`src/rtl/gpio_port_pkg.sv`:
```
package gpio_port_pkg;

   typedef enum logic [1:0] {
      SEL_NONE = 2'd0,
      SEL_DATA = 2'd1,
      SEL_DIR  = 2'd2,
      SEL_PULL = 2'd3
   } reg_sel_t;

   function automatic reg_sel_t decode_sel(input int addr, input int data_ofs,
                                           input int dir_ofs, input int pull_ofs);
      if (addr == data_ofs)      return SEL_DATA;
      else if (addr == dir_ofs)  return SEL_DIR;
      else if (addr == pull_ofs) return SEL_PULL;
      else                       return SEL_NONE;
   endfunction

endpackage

```
`src/rtl/gpio_sync.sv`:
```
module gpio_sync #(
   parameter int WIDTH  = 8,
   parameter int STAGES = 2
) (
   input  logic             clk,
   input  logic             rst_n,
   input  logic [WIDTH-1:0] async_in,
   output logic [WIDTH-1:0] sync_out
);

   logic [WIDTH-1:0] stage_q [STAGES];

   generate
      if (STAGES < 2) begin : g_bad_stages
         $error("gpio_sync: STAGES must be at least 2");
      end
      for (genvar s = 0; s < STAGES; s++) begin : g_stage
         if (s == 0) begin : g_first
            always_ff @(posedge clk or negedge rst_n) begin
               if (!rst_n) stage_q[0] <= '0;
               else        stage_q[0] <= async_in;
            end
         end else begin : g_next
            always_ff @(posedge clk or negedge rst_n) begin
               if (!rst_n) stage_q[s] <= '0;
               else        stage_q[s] <= stage_q[s-1];
            end
         end
      end
   endgenerate

   assign sync_out = stage_q[STAGES-1];

endmodule

```
`src/rtl/gpio_regs.sv`:
```
module gpio_regs
   import gpio_port_pkg::*;
#(
   parameter int WIDTH    = 8,
   parameter int ADDR_W   = 4,
   parameter int DATA_OFS = 0,
   parameter int DIR_OFS  = 4,
   parameter int PULL_OFS = 13
) (
   input  logic              clk,
   input  logic              rst_n,
   input  logic [ADDR_W-1:0] addr,
   input  logic              wr,
   input  logic [WIDTH-1:0]  wdata,
   output logic [WIDTH-1:0]  latch_q,
   output logic [WIDTH-1:0]  dir_q,
   output logic [WIDTH-1:0]  pull_en_q
);

   reg_sel_t sel;

   always_comb sel = decode_sel(int'(addr), DATA_OFS, DIR_OFS, PULL_OFS);

   always_ff @(posedge clk or negedge rst_n) begin
      if (!rst_n) begin
         latch_q   <= '0;
         dir_q     <= '0;
         pull_en_q <= '0;
      end else if (wr) begin
         unique case (sel)
            SEL_DATA: latch_q   <= wdata;
            SEL_DIR:  dir_q     <= wdata;
            SEL_PULL: pull_en_q <= wdata;
            default:  ;
         endcase
      end
   end

   // latch follows every data write, regardless of direction
   p_latch_wr_r3: assert property (@(posedge clk) disable iff (!rst_n)
      (wr && int'(addr) == DATA_OFS) |=> latch_q == $past(wdata));

   // direction register holds what was written
   p_dir_wr_r4: assert property (@(posedge clk) disable iff (!rst_n)
      (wr && int'(addr) == DIR_OFS) |=> dir_q == $past(wdata));

   // pullup enable register stores the written value
   p_pull_wr_r6: assert property (@(posedge clk) disable iff (!rst_n)
      (wr && int'(addr) == PULL_OFS) |=> pull_en_q == $past(wdata));

   // writes to unmapped offsets leave every register untouched
   p_unmapped_r9: assert property (@(posedge clk) disable iff (!rst_n)
      (wr && int'(addr) != DATA_OFS && int'(addr) != DIR_OFS && int'(addr) != PULL_OFS)
      |=> ($stable(latch_q) && $stable(dir_q) && $stable(pull_en_q)));

endmodule

```
`src/rtl/gpio_pad_ctl.sv`:
```
module gpio_pad_ctl #(
   parameter int WIDTH = 8
) (
   input  logic             clk,
   input  logic             rst_n,
   input  logic [WIDTH-1:0] latch_q,
   input  logic [WIDTH-1:0] dir_q,
   input  logic [WIDTH-1:0] pull_en_q,
   output logic [WIDTH-1:0] pad_oe,
   output logic [WIDTH-1:0] pad_out,
   output logic [WIDTH-1:0] pad_pull
);

   generate
      for (genvar b = 0; b < WIDTH; b++) begin : g_pin
         assign pad_oe[b]   = dir_q[b];
         assign pad_out[b]  = latch_q[b];
         assign pad_pull[b] = pull_en_q[b] & ~dir_q[b];

         // a driving pin never requests its pullup
         p_pull_out_r5: assert property (@(posedge clk) disable iff (!rst_n)
            pad_oe[b] |-> !pad_pull[b]);
      end
   endgenerate

endmodule

```
`src/rtl/gpio_rd_path.sv`:
```
module gpio_rd_path
   import gpio_port_pkg::*;
#(
   parameter int WIDTH    = 8,
   parameter int ADDR_W   = 4,
   parameter int DATA_OFS = 0,
   parameter int DIR_OFS  = 4,
   parameter int PULL_OFS = 13
) (
   input  logic              clk,
   input  logic              rst_n,
   input  logic [ADDR_W-1:0] addr,
   input  logic              rd,
   input  logic [WIDTH-1:0]  latch_q,
   input  logic [WIDTH-1:0]  dir_q,
   input  logic [WIDTH-1:0]  pull_en_q,
   input  logic [WIDTH-1:0]  pin_sync,
   output logic [WIDTH-1:0]  rdata
);

   reg_sel_t         sel;
   logic [WIDTH-1:0] port_view;
   logic [WIDTH-1:0] rd_val;

   always_comb sel = decode_sel(int'(addr), DATA_OFS, DIR_OFS, PULL_OFS);

   generate
      for (genvar b = 0; b < WIDTH; b++) begin : g_mix
         assign port_view[b] = dir_q[b] ? latch_q[b] : pin_sync[b];
      end
   endgenerate

   always_comb begin
      unique case (sel)
         SEL_DATA: rd_val = port_view;
         SEL_DIR:  rd_val = dir_q;
         SEL_PULL: rd_val = pull_en_q;
         default:  rd_val = '0;
      endcase
   end

   always_ff @(posedge clk or negedge rst_n) begin
      if (!rst_n)  rdata <= '0;
      else if (rd) rdata <= rd_val;
      else         rdata <= '0;
   end

   // no read strobe, no data
   p_rd_idle_r10: assert property (@(posedge clk) disable iff (!rst_n)
      !rd |=> rdata == '0);

   // unmapped offsets read as zero
   p_rd_unmapped_r9: assert property (@(posedge clk) disable iff (!rst_n)
      (rd && int'(addr) != DATA_OFS && int'(addr) != DIR_OFS && int'(addr) != PULL_OFS)
      |=> rdata == '0);

   // output bits return the latch
   p_rd_out_bits_r2: assert property (@(posedge clk) disable iff (!rst_n)
      (rd && int'(addr) == DATA_OFS)
      |=> (rdata & $past(dir_q)) == ($past(latch_q) & $past(dir_q)));

endmodule

```
`src/rtl/gpio_port.sv`:
```
module gpio_port #(
   parameter int WIDTH       = 8,
   parameter int ADDR_W      = 4,
   parameter int SYNC_STAGES = 2,
   parameter int DATA_OFS    = 0,
   parameter int DIR_OFS     = 4,
   parameter int PULL_OFS    = 13
) (
   input  logic              clk,
   input  logic              rst_n,
   input  logic [ADDR_W-1:0] bus_addr,
   input  logic              bus_wr,
   input  logic              bus_rd,
   input  logic [WIDTH-1:0]  bus_wdata,
   output logic [WIDTH-1:0]  bus_rdata,
   input  logic [WIDTH-1:0]  pin_in,
   output logic [WIDTH-1:0]  pad_oe,
   output logic [WIDTH-1:0]  pad_out,
   output logic [WIDTH-1:0]  pad_pull
);

   localparam int ADDR_SPAN = 1 << ADDR_W;

   generate
      if (WIDTH < 1) begin : g_bad_width
         $error("gpio_port: WIDTH must be positive");
      end
      if (DATA_OFS >= ADDR_SPAN || DIR_OFS >= ADDR_SPAN || PULL_OFS >= ADDR_SPAN) begin : g_bad_ofs
         $error("gpio_port: register offset outside address space");
      end
      if (DATA_OFS == DIR_OFS || DATA_OFS == PULL_OFS || DIR_OFS == PULL_OFS) begin : g_dup_ofs
         $error("gpio_port: register offsets must differ");
      end
   endgenerate

   logic [WIDTH-1:0] latch_q;
   logic [WIDTH-1:0] dir_q;
   logic [WIDTH-1:0] pull_en_q;
   logic [WIDTH-1:0] pin_sync;

   gpio_regs #(
      .WIDTH(WIDTH), .ADDR_W(ADDR_W),
      .DATA_OFS(DATA_OFS), .DIR_OFS(DIR_OFS), .PULL_OFS(PULL_OFS)
   ) u_regs (
      .clk(clk), .rst_n(rst_n), .addr(bus_addr), .wr(bus_wr), .wdata(bus_wdata),
      .latch_q(latch_q), .dir_q(dir_q), .pull_en_q(pull_en_q)
   );

   gpio_sync #(.WIDTH(WIDTH), .STAGES(SYNC_STAGES)) u_sync (
      .clk(clk), .rst_n(rst_n), .async_in(pin_in), .sync_out(pin_sync)
   );

   gpio_pad_ctl #(.WIDTH(WIDTH)) u_pad (
      .clk(clk), .rst_n(rst_n), .latch_q(latch_q), .dir_q(dir_q), .pull_en_q(pull_en_q),
      .pad_oe(pad_oe), .pad_out(pad_out), .pad_pull(pad_pull)
   );

   gpio_rd_path #(
      .WIDTH(WIDTH), .ADDR_W(ADDR_W),
      .DATA_OFS(DATA_OFS), .DIR_OFS(DIR_OFS), .PULL_OFS(PULL_OFS)
   ) u_rd (
      .clk(clk), .rst_n(rst_n), .addr(bus_addr), .rd(bus_rd),
      .latch_q(latch_q), .dir_q(dir_q), .pull_en_q(pull_en_q), .pin_sync(pin_sync),
      .rdata(bus_rdata)
   );

   // a direction write reaches the pad enable on the next edge
   p_oe_follow_r7: assert property (@(posedge clk) disable iff (!rst_n)
      (bus_wr && int'(bus_addr) == DIR_OFS) |=> pad_oe == $past(bus_wdata));

   // setting a direction bit drops that pullup immediately
   p_pull_drop_r5: assert property (@(posedge clk) disable iff (!rst_n)
      (bus_wr && int'(bus_addr) == DIR_OFS) |=> (pad_pull & $past(bus_wdata)) == '0);

endmodule

```
`config.mk`:
```
export PLATFORM = sky130hd
export DESIGN_NAME = gpio_port
export DESIGN_NICKNAME = d
export VERILOG_FILES = /design/src/rtl/gpio_port_pkg.sv /design/src/rtl/gpio_sync.sv /design/src/rtl/gpio_regs.sv /design/src/rtl/gpio_pad_ctl.sv /design/src/rtl/gpio_rd_path.sv /design/src/rtl/gpio_port.sv
export SDC_FILE = /design/constraint.sdc
export NUM_CORES = 1
export LEC_CHECK = 0
export ABC_AREA = 1
export BUFFER_PORTS_ARGS = -buffer_cell sky130_fd_sc_hd__clkbuf_2
export CAP_MARGIN = 20
export CORE_ASPECT_RATIO = 0.7
export CORE_MARGIN = 2
export CORE_UTILIZATION = 55
export CTS_CLUSTER_DIAMETER = 120
export DETAILED_ROUTE_END_ITERATION = 8
export GPL_TIMING_DRIVEN = 0
export HOLD_SLACK_MARGIN = 0.08
export MAX_ROUTING_LAYER = met4
export PLACE_DENSITY = 0.88
export SYNTH_ARGS = -nofsm -noshare
export SYNTH_HDL_FRONTEND = slang
export SYNTH_HIERARCHICAL = 1
export SYNTH_SLANG_ARGS = --single-unit
```
`constraint.sdc`:
```
create_clock -name clk -period 1.47 [get_ports clk]
set_input_delay 0.294 -clock clk [delete_from_list [all_inputs] [get_ports clk]]
set_output_delay 0.294 -clock clk [all_outputs]
set_load 0.01 [all_outputs]
```
==> impl_metrics.env <==
export IMPL_final_cell_mix="nand2_1 (73), clkbuf_2 (54), dfrtp_1 (48)"
export IMPL_wire_per_inst_um=13.01
export IMPL_coreArea_um2=3994
export IMPL_synthCells=273
export IMPL_dr_pass1_iters=4
export IMPL_timing_fmax_mhz=735.0
export IMPL_switching_power_mw=0.9794
export IMPL_port_buffers=54
export IMPL_post_cts_buffers=0
export IMPL_min_path_cells=1
export IMPL_r2r_cells=6
export IMPL_clock_sinks=48
export IMPL_fin_crit_sh_pct=92.55
export IMPL_endpoint_kind="output pin"
export IMPL_vias_per_cell=4.869
export IMPL_cpMaxStageDelayCell="dfrtp_1"
export IMPL_grt_setup_unrepaired="false"
export IMPL_worst_ep_required_time_ps=1180
export IMPL_cpPeakStageDelay_ps=500
export IMPL_synth_avg_cell_area_um2=8.525
export IMPL_grt_overflow_total=0
export IMPL_clock_skew_ps=2.925
export IMPL_synth_area_leaders="dfrtp_1 (52%), nand2_1 (12%), buf_4 (7.7%), nor2_1 (6.8%), inv_1 (4.7%)"
export IMPL_htree_levels=2
export IMPL_yosysTopAreaCell="dfrtp_1"
export IMPL_synth_cell_types=18
export IMPL_synth_seq_area_share_pct=51.61
export IMPL_r2r_end="u_rd/rdata[2]$_DFF_PN0_"
export IMPL_worst_slew_pin_transition_ps=626.1
export IMPL_gp_congestion=0.8328
export IMPL_layout_nets=360
export IMPL_areaGrowthSynthToFinish_pct=19.35
export IMPL_setup_worst_path_start="u_regs/dir_q[7]$_DFFE_PN0P_"
export IMPL_antenna_found_initial=0
export IMPL_fp_dieW_um=81.75
export IMPL_cellPowerDensity_nw_per_um2=1134
export IMPL_clk_path_buf_depth=2
export IMPL_ir_drop_mv=0.6875
export IMPL_final_common_cell="nand2_1"
export IMPL_grt_pass1_vias=1774
export IMPL_io_pins=56
export IMPL_drt_initial_drc_count=145
export IMPL_dieHeight_um=58.43
export IMPL_cts_buffers=5
export IMPL_p_int_mw=2.171
export IMPL_drc=0
export IMPL_clk_pin_slew_ps=80
export IMPL_worstSetupStartpointType="flip-flop"
export IMPL_crit_chain="buf_4 > clkbuf_2"
export IMPL_setup_viol=0
export IMPL_synth_fp_nets=297
export IMPL_drive_gt1_share_pct=32.74
export IMPL_cts_tree="built"
export IMPL_hold_violations=0
export IMPL_diodes=0
export IMPL_arrival_ps=1070
export IMPL_hold_end="u_sync/stage_q[13]$_DFF_PN0_"
export IMPL_hp_class="input pin to flip-flop"
export IMPL_start_util_pct=58.27
export IMPL_path_buf_inv=2
export IMPL_min_delay_start="pin_in[5]"
export IMPL_ctsResizeCount=0
export IMPL_clock_latency_ps=290
export IMPL_reg2reg_slack_ps=410
export IMPL_timing_rr_start="u_regs/dir_q[2]$_DFFE_PN0P_"
export IMPL_synth_top_area_share_pct=51.61
export IMPL_cts_hold_buf=1
export IMPL_ant_nets=0
export IMPL_grt_pass1_wl_um=8259
export IMPL_dpl_hpwl_um=3617
export IMPL_fin_tns_setup_ps=0
export IMPL_swShare_pct=31.09
export IMPL_p_leak_nw=1.604
export IMPL_netlist_area_um2=2327
export IMPL_maxCapViolCount=0
export IMPL_grt_util_all_layers_pct=24.43
export IMPL_critPathMaxFanout=6
export IMPL_rows=19
export IMPL_slew_violations=0
export IMPL_die_area_um2=4776
export IMPL_pwr_share_seq_pct=52.5
export IMPL_max_slew_margin_pct=58.26
export IMPL_grt_max_degree=26
export IMPL_yosys_warnings=6
export IMPL_final_util_pct=69.55
export IMPL_period_needed_ps=1360
export IMPL_finalWirelength_um=5049
export IMPL_cts_root_buf="clkbuf_8"
export IMPL_p_comb_share_pct=24.4
export IMPL_status="finished, final reports clean"
export IMPL_num_vias=1889
export IMPL_clockPowerShare_pct=23.2
export IMPL_worstSetupPathType="flip-flop to output pin"
export IMPL_crit_family="flip-flops"
export IMPL_ys_ff_latch=48
[metal layers]
layer / vias up / global-route usage, % / share of wire [%]
met3: 10 / 5.521 / 7.9
li1: 954 / - / -
met5: - / - / 0
met4: 0 / 9.286 / 1.6
met2: 85 / 37.75 / 47
met1: 840 / 31.80 / 43
[Yosys cell counts]
library cell,number
nor2_4,4
nand2_1,73
nand3_4,2
inv_6,1
inv_4,1
nand2_4,1
nand3_2,2
buf_4,24
nor2_2,10
dfrtp_1,48
nor2_1,42
nand4_1,16
nand3_1,16
buf_8,1
inv_1,29
nand2_2,1
buf_6,1
inv_2,1
[how the worst max path moves through the flow]
stage                                                  to  slack, ps  cells after the start
after detailed placement          u_rd/rdata[2]$_DFF_PN0_         90                      6
final                                           pad_oe[7]        110                      2
after global placement            u_rd/rdata[2]$_DFF_PN0_        140                      6
after floorplan           u_regs/pull_en_q[0]$_DFFE_PN0P_        530                      6
after global routing                          pad_pull[0]         80                      2
after CTS                                       pad_oe[7]        120                      2
[kinds of logic (layout without fill, tap and decap cells)]
| group | Yosys count | count (layout) | share of synthesized area (%) |
|---|---|---|---|
| buffers and inverters | 58 | 121 | 14.35 |
| and+or+nand+nor | 167 | 167 | 34.03 |
| DFF | 48 | 48 | 51.61 |
[state kept, by name, indices dropped and copies added, names as in the netlist]
register / cells
u_sync/stage_q: 8
u_sync/sync_out: 8
u_regs/latch_q: 8
u_regs/pull_en_q: 8
u_rd/rdata: 8
u_regs/dir_q: 8
[power groups by stage]
stage / Clock (mW) / Combinational, mW / Sequential (mW)
after detailed placement: 0 / 0.771 / 1.68
after global routing: 0.805 / 0.868 / 1.68
final: 0.730 / 0.767 / 1.65
after global placement: 0 / 0.737 / 1.67
after CTS: 0.742 / 0.775 / 1.65
after floorplan: 0 / 0.497 / 1.63
[area by class of cell]
type	instances	area, um^2
fill	341	1216
timing repair buffer	56	307.8
sequential	48	1201
buffer	26	206.4
tap	52	65.06
clock buffer	6	72.57
multi-input combinational	167	792.0
inverter	32	127.6
clock inverter	1	5.005
[per-stage QoR]
stage / area (um^2) / power [mW] / instances / hold slack (ps) / setup slack [ps]
after floorplan: 2327 / 2.128 / 273 / -1.591 / 528.1
after global placement: 2663 / 2.403 / 379 / 332.0 / 141.7
after detailed placement: 2690 / 2.449 / 380 / 334.7 / 90.85
after CTS: 2778 / 3.170 / 388 / 93.20 / 120.1
after global routing: 2778 / 3.353 / 388 / 82.01 / 76.88
final: 2778 / 3.150 / 388 / 96.54 / 109.5
Power figures use the tool's default switching activity.
